File: config.mk
export PLATFORM = sky130hd
export DESIGN_NAME = commit_squash_ctrl
export DESIGN_NICKNAME = d
export VERILOG_FILES = /design/src/rtl/csq_pkg.sv /design/src/rtl/csq_trap_timer.sv /design/src/rtl/csq_thread.sv /design/src/rtl/commit_squash_ctrl.sv
export SDC_FILE = /design/constraint.sdc
export NUM_CORES = 1
export LEC_CHECK = 0
export CAP_MARGIN = 40
export CORE_UTILIZATION = 30
export CTS_CLUSTER_DIAMETER = 200
export DETAILED_ROUTE_END_ITERATION = 7
export REMOVE_ABC_BUFFERS = 1
export SETUP_SLACK_MARGIN = 0.02
export SKIP_CTS_REPAIR_TIMING = 1
export SLEW_MARGIN = 25
export SYNTH_ARGS = -nofsm -noshare
export SYNTH_HDL_FRONTEND = slang
export SYNTH_SLANG_ARGS = --single-unit
File: constraint.sdc
create_clock -name clk -period 9.99 [get_ports clk]
set_input_delay 2.997 -clock clk [delete_from_list [all_inputs] [get_ports clk]]
set_output_delay 2.997 -clock clk [all_outputs]
set_load 0.1 [all_outputs]
File: src/rtl/csq_pkg.sv
package csq_pkg;
    typedef enum logic [2:0] {
        ST_IDLE       = 3'd0,
        ST_RUNNING    = 3'd1,
        ST_ROB_SQ     = 3'd2,
        ST_TRAP       = 3'd3,
        ST_FETCH_TRAP = 3'd4
    } csq_status_e;

    typedef struct packed {
        logic trap;
        logic ctx;
    } csq_pend_t;

    localparam int CSQ_SEQ_W = 16;
    localparam int CSQ_PC_W  = 32;
    localparam int CSQ_LAT_W = 6;
    localparam int CSQ_CNT_W = 16;
endpackage

File: src/rtl/csq_trap_timer.sv
module csq_trap_timer #(
    parameter int LAT_W = csq_pkg::CSQ_LAT_W
) (
    input  logic             clk,
    input  logic             rst,
    input  logic             start,
    input  logic [LAT_W-1:0] lat,
    output logic             busy_o,
    output logic             expire_o
);
    logic [LAT_W-1:0] cnt_q;

    always_ff @(posedge clk) begin
        if (rst) begin
            cnt_q <= '0;
        end else if (start) begin
            cnt_q <= (lat == '0) ? LAT_W'(1) : lat;
        end else if (cnt_q != '0) begin
            cnt_q <= cnt_q - LAT_W'(1);
        end
    end

    assign busy_o   = (cnt_q != '0);
    assign expire_o = (cnt_q == LAT_W'(1));

    AST_TMR_NO_RESTART: assert property (@(posedge clk) disable iff (rst)
        start |-> !busy_o) else $error("timer restarted while busy");

    AST_TMR_EXPIRE_ENDS: assert property (@(posedge clk) disable iff (rst)
        (expire_o && !start) |=> !busy_o) else $error("timer kept running");
endmodule

File: src/rtl/csq_thread.sv
module csq_thread
    import csq_pkg::*;
#(
    parameter int SEQ_W = CSQ_SEQ_W,
    parameter int PC_W  = CSQ_PC_W,
    parameter int LAT_W = CSQ_LAT_W,
    parameter int CNT_W = CSQ_CNT_W
) (
    input  logic             clk,
    input  logic             rst,
    input  logic [LAT_W-1:0] trap_lat,
    input  logic             ex_vld,
    input  logic [SEQ_W-1:0] ex_seq,
    input  logic             ex_self,
    input  logic             ex_mis,
    input  logic             ex_tkn,
    input  logic [PC_W-1:0]  ex_pc,
    input  logic             trap_req,
    input  logic             ctx_req,
    input  logic             rob_done,
    input  logic [SEQ_W-1:0] head_seq,
    input  logic             rob_empty,
    input  logic             ins_vld,
    input  logic [SEQ_W-1:0] ins_seq,
    input  logic [PC_W-1:0]  cur_pc,
    output logic             sq_o,
    output logic             rsq_o,
    output logic [SEQ_W-1:0] done_o,
    output logic             mis_o,
    output logic             tkn_o,
    output logic [PC_W-1:0]  pc_o,
    output csq_status_e      st_o,
    output logic [CNT_W-1:0] cnt_o
);
    csq_status_e      st_q, st_n;
    csq_pend_t        pend_q, pend_n;
    logic [SEQ_W-1:0] young_q, young_n, done_q, done_n;
    logic [PC_W-1:0]  pc_q, pc_n;
    logic [CNT_W-1:0] cnt_q, cnt_n;
    logic             sq_q, sq_n, rsq_q, rsq_n, mis_q, mis_n, tkn_q, tkn_n;
    logic             trap_go, tmr_busy, tmr_expire;

    csq_trap_timer #(.LAT_W(LAT_W)) tmr_i (
        .clk      (clk),
        .rst      (rst),
        .start    (trap_go),
        .lat      (trap_lat),
        .busy_o   (tmr_busy),
        .expire_o (tmr_expire)
    );

    assign trap_go = trap_req && (st_q != ST_TRAP) && !pend_q.trap &&
                     !pend_q.ctx && !tmr_busy;

    always_comb begin
        logic             all_sq;
        logic [SEQ_W-1:0] bnd;
        st_n     = st_q;
        young_n  = young_q;
        done_n   = done_q;
        pc_n     = pc_q;
        cnt_n    = cnt_q;
        mis_n    = mis_q;
        tkn_n    = tkn_q;
        sq_n     = 1'b0;
        rsq_n    = 1'b0;
        pend_n.trap = pend_q.trap | tmr_expire;
        pend_n.ctx  = pend_q.ctx | ctx_req;
        all_sq   = 1'b0;
        bnd      = '0;

        if (st_q == ST_ROB_SQ) begin
            if (rob_done) st_n = ST_RUNNING;
            else          rsq_n = 1'b1;
        end

        if (trap_go) st_n = ST_TRAP;

        // whole-thread flush: trap has priority over context squash
        if (pend_q.trap) begin
            all_sq      = 1'b1;
            pend_n.trap = tmr_expire;
        end else if (pend_q.ctx) begin
            all_sq      = 1'b1;
            pend_n.ctx  = ctx_req;
        end

        if (all_sq) begin
            young_n = '0;
            done_n  = rob_empty ? '0 : head_seq - SEQ_W'(1);
            mis_n   = 1'b0;
            tkn_n   = 1'b0;
            pc_n    = cur_pc;
            sq_n    = 1'b1;
            rsq_n   = 1'b1;
            st_n    = ST_ROB_SQ;
        end

        if (ex_vld && (st_n != ST_TRAP) && (ex_seq <= young_n)) begin
            bnd     = ex_seq - SEQ_W'(ex_self);
            young_n = bnd;
            done_n  = bnd;
            mis_n   = ex_mis;
            tkn_n   = ex_tkn;
            pc_n    = ex_pc;
            sq_n    = 1'b1;
            rsq_n   = 1'b1;
            st_n    = ST_ROB_SQ;
            if (ex_mis) cnt_n = cnt_q + CNT_W'(1);
        end

        if (ins_vld && !sq_n) young_n = ins_seq;
    end

    always_ff @(posedge clk) begin
        if (rst) begin
            st_q    <= ST_IDLE;
            pend_q  <= '0;
            young_q <= '0;
            done_q  <= '0;
            pc_q    <= '0;
            cnt_q   <= '0;
            sq_q    <= 1'b0;
            rsq_q   <= 1'b0;
            mis_q   <= 1'b0;
            tkn_q   <= 1'b0;
        end else begin
            st_q    <= st_n;
            pend_q  <= pend_n;
            young_q <= young_n;
            done_q  <= done_n;
            pc_q    <= pc_n;
            cnt_q   <= cnt_n;
            sq_q    <= sq_n;
            rsq_q   <= rsq_n;
            mis_q   <= mis_n;
            tkn_q   <= tkn_n;
        end
    end

    assign sq_o   = sq_q;
    assign rsq_o  = rsq_q;
    assign done_o = done_q;
    assign mis_o  = mis_q;
    assign tkn_o  = tkn_q;
    assign pc_o   = pc_q;
    assign st_o   = st_q;
    assign cnt_o  = cnt_q;

    AST_SQ_WITH_ROBSQ: assert property (@(posedge clk) disable iff (rst)
        sq_q |-> (rsq_q && st_q == ST_ROB_SQ)) else $error("squash without rob flush");

    AST_SQ_HAS_CAUSE: assert property (@(posedge clk) disable iff (rst)
        $rose(sq_q) |-> $past(ex_vld || pend_q.trap || pend_q.ctx)) else $error("uncaused squash");

    AST_TRAP_BLOCKS_EX: assert property (@(posedge clk) disable iff (rst)
        (st_q == ST_TRAP && !pend_q.trap && !pend_q.ctx) |=> !sq_q) else $error("squash during trap wait");

    AST_DONE_TO_RUN: assert property (@(posedge clk) disable iff (rst)
        (st_q == ST_ROB_SQ && rob_done && !ex_vld && !trap_req && !pend_q.trap && !pend_q.ctx)
        |=> (st_q == ST_RUNNING && !rsq_q)) else $error("did not leave flush");

    AST_ALL_CLEARS_MIS: assert property (@(posedge clk) disable iff (rst)
        ((pend_q.trap || pend_q.ctx) && !ex_vld) |=> (sq_q && !mis_q && !tkn_q)) else $error("bad full flush");

    AST_PRIO_CTX_WAITS: assert property (@(posedge clk) disable iff (rst)
        (pend_q.trap && pend_q.ctx) |=> pend_q.ctx) else $error("context flush not deferred");

    AST_CNT_STEP: assert property (@(posedge clk) disable iff (rst)
        (cnt_q != $past(cnt_q)) |-> (cnt_q == $past(cnt_q) + CNT_W'(1))) else $error("counter jump");
endmodule

File: src/rtl/commit_squash_ctrl.sv
module commit_squash_ctrl
    import csq_pkg::*;
#(
    parameter int NUM_THREADS = 2,
    parameter int SEQ_W       = CSQ_SEQ_W,
    parameter int PC_W        = CSQ_PC_W,
    parameter int LAT_W       = CSQ_LAT_W,
    parameter int CNT_W       = CSQ_CNT_W
) (
    input  logic                                clk,
    input  logic                                rst,
    input  logic [LAT_W-1:0]                    cfg_trap_lat,
    input  logic [NUM_THREADS-1:0]              ex_sq_vld,
    input  logic [NUM_THREADS-1:0][SEQ_W-1:0]   ex_sq_seq,
    input  logic [NUM_THREADS-1:0]              ex_sq_self,
    input  logic [NUM_THREADS-1:0]              ex_sq_mispred,
    input  logic [NUM_THREADS-1:0]              ex_sq_taken,
    input  logic [NUM_THREADS-1:0][PC_W-1:0]    ex_sq_pc,
    input  logic [NUM_THREADS-1:0]              trap_req,
    input  logic [NUM_THREADS-1:0]              ctx_sq_req,
    input  logic [NUM_THREADS-1:0]              rob_sq_done,
    input  logic [NUM_THREADS-1:0][SEQ_W-1:0]   rob_head_seq,
    input  logic [NUM_THREADS-1:0]              rob_empty,
    input  logic [NUM_THREADS-1:0]              ins_vld,
    input  logic [NUM_THREADS-1:0][SEQ_W-1:0]   ins_seq,
    input  logic [NUM_THREADS-1:0][PC_W-1:0]    cur_pc,
    output logic [NUM_THREADS-1:0]              squash_o,
    output logic [NUM_THREADS-1:0]              rob_squashing_o,
    output logic [NUM_THREADS-1:0][SEQ_W-1:0]   done_seq_o,
    output logic [NUM_THREADS-1:0]              mispred_o,
    output logic [NUM_THREADS-1:0]              taken_o,
    output logic [NUM_THREADS-1:0][PC_W-1:0]    redirect_pc_o,
    output logic [NUM_THREADS-1:0][2:0]         status_o,
    output logic [NUM_THREADS-1:0][CNT_W-1:0]   mispred_cnt_o
);
    for (genvar t = 0; t < NUM_THREADS; t++) begin : g_thr
        csq_status_e st;

        csq_thread #(
            .SEQ_W (SEQ_W),
            .PC_W  (PC_W),
            .LAT_W (LAT_W),
            .CNT_W (CNT_W)
        ) thr_i (
            .clk       (clk),
            .rst       (rst),
            .trap_lat  (cfg_trap_lat),
            .ex_vld    (ex_sq_vld[t]),
            .ex_seq    (ex_sq_seq[t]),
            .ex_self   (ex_sq_self[t]),
            .ex_mis    (ex_sq_mispred[t]),
            .ex_tkn    (ex_sq_taken[t]),
            .ex_pc     (ex_sq_pc[t]),
            .trap_req  (trap_req[t]),
            .ctx_req   (ctx_sq_req[t]),
            .rob_done  (rob_sq_done[t]),
            .head_seq  (rob_head_seq[t]),
            .rob_empty (rob_empty[t]),
            .ins_vld   (ins_vld[t]),
            .ins_seq   (ins_seq[t]),
            .cur_pc    (cur_pc[t]),
            .sq_o      (squash_o[t]),
            .rsq_o     (rob_squashing_o[t]),
            .done_o    (done_seq_o[t]),
            .mis_o     (mispred_o[t]),
            .tkn_o     (taken_o[t]),
            .pc_o      (redirect_pc_o[t]),
            .st_o      (st),
            .cnt_o     (mispred_cnt_o[t])
        );

        assign status_o[t] = st;
    end
endmodule

* Yosys cells after proc, flatten, opt, wreduce, memory -nomap -nowiden
Index checks and enable logic that the tools add are counted.
** Storage, ports and cells
- Output and inout port bits :: 142
- Bits of input ports :: 250
- Bits in registers :: 190
- Logic and storage cells :: 140
** Operators by class
- Mux-type cells :: 59
- Reductions and logical operators :: 33
- Magnitude comparators :: 2
- Equality and inequality tests :: 8
- Bitwise logic cells :: 4
- $add $sub $neg :: 8
** Operators with widths (number)
- two-way mux 16 bit :: 12
- two-way mux 32 bit :: 4
- adder 16 x 1 -> 16 bit (second input constant) :: 2
- <= comparator 16 bit :: 2
- subtractor 16 x 1 -> 16 bit :: 2
- subtractor 16 x 1 -> 16 bit (second input constant) :: 2
- two-way mux 6 bit :: 5
- two-way mux 1 bit :: 28
- two-way mux 3 bit :: 8
- logical AND 1 bit :: 14
- equality test 6 x 1 -> 1 bit (second input constant) :: 2
- inequality test 3 x 2 -> 1 bit (second input constant) :: 4
- nonzero test 6 bit :: 2
- subtractor 6 x 1 -> 6 bit (second input constant) :: 2
- zero test 1 bit :: 8
- nonzero test 2 bit :: 4
- equality test 3 x 2 -> 1 bit (second input constant) :: 2
- zero test 6 bit :: 1
- two-way mux 2 bit :: 2
- bitwise OR 1 bit :: 4
- AND reduction 2 bit :: 2
- OR reduction 2 bit :: 2

* Longest topological paths before layout
- Depth after elaboration :: 14
- Depth in mapped cells :: 14
- Gate-level depth less buffers :: 9

* Modules after synthesis
From an unflattened synthesis, not the netlist that was laid out.
** Second synthesis, totals
- Cells, all modules :: 1360
- Area total of the unflattened synthesis :: 10973.0 um2
** By module, submodules not included
- csq_thread at g_thr[1].thr_i :: cells an instance 645, area each 5119.9 um2, times used 1, sequential area each 1781.7 um2
- csq_thread at g_thr[0].thr_i :: cells an instance 627, area each 5067.4 um2, times used 1, sequential area each 1781.7 um2
- csq_trap_timer :: cells an instance 44, area each 392.9 um2, times used 2, sequential area each 120.1 um2

* Worst setup path after synthesis
OpenSTA, ideal clock, no wires.
- Kind :: input -> register
- Start point :: input port ex_sq_seq[29] (netlist bit)
- End point :: register g_thr[1].thr_i.cnt_q[14]
- Library setup time :: 121 ps
- Data required time :: 9869 ps
- Path slack :: 4900 ps
- Arrival :: 4969 ps
- Buffers on the path :: 3
- Cell stages on the path :: 8
- Cells stage by stage :: ha_1 -> nand4_1 -> or4_1 -> clkbuf_1 -> buf_2 -> clkbuf_1 -> a21oi_1 -> mux2_2
** On the way
- Longest elaborated chain between the ends :: 3
** RTL lines
- from (decl) :: RTL line commit_squash_ctrl.sv:14 : input logic [NUM_THREADS-1:0][SEQ_W-1:0] ex_sq_seq,
- <= comparator 16 bit :: RTL line csq_thread.sv:99 : if (ex_vld && (st_n != ST_TRAP) && (ex_seq <= young_n)) begin
- logical AND 1 bit :: RTL line csq_thread.sv:99
- AND reduction 2 bit (no source line)
- to (signal assigned) :: RTL line csq_thread.sv:133 : cnt_q <= cnt_n;
- to (decl) :: RTL line csq_thread.sv:39 : logic [CNT_W-1:0] cnt_q, cnt_n;
Every way passes these cells.
A chain may end at the register's enable or synchronous reset.

* Worst setup path in the final report
- Start point :: input port ex_sq_seq[13] (netlist bit)
- End point :: register g_thr[0].thr_i.pc_q[15]
** On the way
- Longest elaborated chain between the ends :: 3
- Elaborated cells between the ends (all ways) :: 4
- Those cells by class :: order compare: 1; mux: 1; reduce/logical: 2
** RTL lines
- <= comparator 16 bit * :: RTL line csq_thread.sv:99
- logical AND 1 bit * :: RTL line csq_thread.sv:99
- two-way mux 32 bit or nonzero test 2 bit (tied branches)
- to (signal assigned) :: RTL line csq_thread.sv:132 : pc_q <= pc_n;
- to (decl) :: RTL line csq_thread.sv:38 : logic [PC_W-1:0] pc_q, pc_n;
Every way passes the cells marked *; elsewhere a longest branch is shown, timed or not.

==> impl_metrics.json <==
{
  "dp_hpwl_um": 32500,
  "yosysTopAreaCell": "dfxtp_1",
  "yosys_warnings": 0,
  "synth_area_leaders": "dfxtp_1 (35%), nand2_1 (7.5%), a311oi_1 (5.4%)",
  "routed_wl_um": 44200,
  "worstMarginPinSlew_ns": 0.826,
  "hold_path_class": "reg2reg",
  "core_mm2": 0.0357,
  "root_buffer": "clkbuf_16",
  "insertion_delay_ns": 0.45,
  "failed_checks": "design-rule violations",
  "drive_gt1_share_pct": 13.3,
  "antenna_found_initial": 3,
  "yosysSeqAreaShare_pct": 34.9,
  "port_buffers": 391,
  "grt_use_total_pct": 23.5,
  "synth_top_family_by_area": "simple AND/OR/NAND/NOR gates",
  "fp.dieH_um": 193,
  "grt_util_met3_pct": 3.44,
  "rr_endpoint": "g_thr[0].thr_i.pc_o[15]",
  "synth_compound_area_share_pct": 21.8,
  "clk_pin_slew_ns": 0.07,
  "syn_area_mm2": 0.0109,
  "gp_congestion": 0.891,
  "vias": 12126,
  "die_area_mm2": 0.0371,
  "die-width_um": 193,
  "ys.flop_type": "dfxtp_1",
  "cp-end-kind": "flip-flop",
  "synth_edf_count": 0,
  "yosysTopAreaCellShare_pct": 34.9,
  "synthAdderAreaFrac_pct": 5.28,
  "rows": 69,
  "fin_crit_ns": 5.86,
  "cts_buffers": 17,
  "grt_first_pass_wirelength_um": 68100,
  "first_global_vias": 12180,
  "rsz0062_at_grt": "false",
  "ant_nets": 0,
  "gr-usage-met1_pct": 29.5,
  "synth-simple-area-share_pct": 22.9,
  "dr.pass1.iters": 7,
  "area_growth_pct": 73.5,
  "status": "complete, but fails checks",
  "regToRegStartpoint": "g_thr[0].thr_i.pend_q[1]",
  "fmax_ghz": 0.171,
  "fillCellCount": 3123,
  "drc": 60,
  "critPathArrivalTime_ns": 6.18,
  "ir_worst_vdd_v": 0.000106,
  "worstPathRequired_ns": 10.31,
  "synth_mux_area_share_pct": 4.88,
  "use_met2_pct": 38.8,
  "drt_iter0_markers": 670,
  "worstSetupStartpointType": "input port",
  "grt_overflow_total": 0,
  "maxCapViolCount": 0,
  "grt_busiest_layer": "met2",
  "cp-startpoint": "ex_sq_seq[13]",
  "min_period_over_period_pct": 58.6,
  "power_uw": 3510,
  "power_density_mw_per_mm2": 186,
  "synth_cells": 1312,
  "crit_fanout": 66,
  "async_flop_share_pct": 0,
  "multi_input_area_mm2": 0.00657,
  "ys_types": 73,
  "setup_viol": 0,
  "cts_tree": "yes",
  "reg2regPathDepth": 12,
  "crit_type": "in2reg",
  "tns_ns": 0,
  "synthXorXnorAreaFrac_pct": 4.74,
  "ios": 392,
  "drt-vias-per-instance": 5.38,
  "leakage_uw": 0.00691,
  "maxSlewHeadroom_pct": 45.0,
  "numClockSinks": 190,
  "layout.area.seq_mm2": 0.00380,
  "wl_per_cell_um": 19.6,
  "clk_path_buf_depth": 2,
  "nets": 2070,
  "initial_core_util_pct": 30.5,
  "skew_ns": 0.0172,
  "final-max-slew-violation-count": 0,
  "r2r_slack_ns": 6.08,
  "htree_num_levels": 4,
  "grt_max_degree": 78,
  "crit_end": "g_thr[0].thr_i.pc_o[15]",
  "hold_violations": 0,
  "synth-seq-cells": 190,
  "avgSynthCellArea_um2": 8.30
}
[per-stage QoR]
stage               utilization [%]  worst slack, ns  area, um2  cells  hold slack, ns
finish                         53.0             4.13      18900   2252           0.483
global route                   53.0             3.97      18900   2250           0.503
CTS                            52.9             4.20      18900   2244           0.482
detailed placement             51.2             3.73      18300   2213           0.468
global placement               42.2             3.72      15100   2065           0.461
floorplan                         -             3.42      10400   1196           0.466
[where the power goes]
part | switching, uW | internal (uW) | leakage [uW] | total, uW
combinational | 1120 | 736 | 0.00507 | 1860
sequential | 76.8 | 876 | 0.00156 | 953
clock | 320 | 377 | 0.000276 | 697
[registers in the layout, summed over array words and instances, names as in the netlist]
| register | count |
|---|---|
| g_thr.thr_i.pc_o | 64 |
| g_thr.thr_i.cnt_o | 32 |
| g_thr.thr_i.done_o | 32 |
| g_thr.thr_i.young_q | 32 |
| g_thr.thr_i.tmr_i.cnt_q | 12 |
| g_thr.thr_i.st_o | 6 |
| g_thr.thr_i.pend_q | 4 |
| g_thr.thr_i.mis_o | 2 |
| g_thr.thr_i.rsq_o | 2 |
| g_thr.thr_i.sq_o | 2 |
| g_thr.thr_i.tkn_o | 2 |
[critical path, cell delays in order]
cell and delay (ns):
clkdlybuf4s50_1 0.51, ha_1 0.36, nand4_1 0.19, nor4_1 0.46, a21boi_1 0.32, o41a_2 0.21, buf_4 0.55, nor3_1 0.15
a311oi_1 0.36
[logic make-up (layout without fill, tap and decap cells)]
family	Yosys count	after routing
flops	190	190
other cells	0	5
mux	51	51
simple gates	514	514
compound gates	317	317
buf+inv	135	609
xor+xnor	59	59
fa+ha+maj	46	46
[final cells by class]
type,instances,area share [%]
clock buffers,19,2.34
flip-flops and latches,190,20.1
clock inverters,12,0.722
well taps,461,3.05
multi-input cells,987,34.8
inverters,19,0.377
repair buffers,559,38.6
diodes,5,0.0662
[routing by layer]
metal,part of all wire (%),wire length [um]
met5,0,0
met4,4.3,1890
met3,4.1,1810
met2,49,21600
met1,43,18900
[cells in the mapped netlist, drive strengths merged (6+ instances only)]
library cell  number
a311oi            67
nand4             25
nand2            217
a22o               8
xnor2             25
nor2b             21
o32ai             13
xor2              34
o31ai             46
a211oi            43
ha                46
mux2i             34
mux2              17
a21oi             55
dfxtp            190
nor4              26
or4               21
nor2              68
nand3             34
o22ai              8
and3               7
o2bb2ai            7
nor3              56
buf               45
inv               19
a22oi             19
nor3b              6
o21ai             15
clkbuf            71
or3                6
[layout by cell type (no fill, tap or decap), types with 8 or more instances in the layout]
master and n:
a311oi_1 67, a211oi_1 42, xor2_1 34, buf_16 80, nor2b_1 21, nor3_1 56, nor2_1 65, o21ai_0 13
nor4_1 23, nand4_1 25, a22oi_1 19, inv_1 19, nand2_1 217, or4_1 20, nand3_1 34, o22ai_1 8
mux2_2 16, clkbuf_16 17, buf_8 65, ha_1 46, buf_4 18, dfxtp_1 190, a22o_1 8, clkdlybuf4s50_1 390
a21oi_1 54, o31ai_1 46, mux2i_1 34, xnor2_1 25, o32ai_1 13
[worst min-delay path by stage]
| stage | start | endpoint | slack (ns) | cells after the start |
|---|---|---|---|---|
| detailed placement | g_thr[1].thr_i.mis_o | g_thr[1].thr_i.mis_o | 0.47 | 2 |
| CTS | g_thr[1].thr_i.mis_o | g_thr[1].thr_i.mis_o | 0.48 | 2 |
| global route | g_thr[0].thr_i.pc_o[8] | g_thr[0].thr_i.pc_o[8] | 0.50 | 2 |
| global placement | g_thr[0].thr_i.cnt_o[15] | g_thr[0].thr_i.cnt_o[15] | 0.46 | 2 |
| finish | g_thr[1].thr_i.mis_o | g_thr[1].thr_i.mis_o | 0.48 | 2 |
| floorplan | g_thr[0].thr_i.pend_q[1] | g_thr[0].thr_i.pend_q[0] | 0.47 | 2 |
Note: power is estimated with default switching activity, not from simulation.
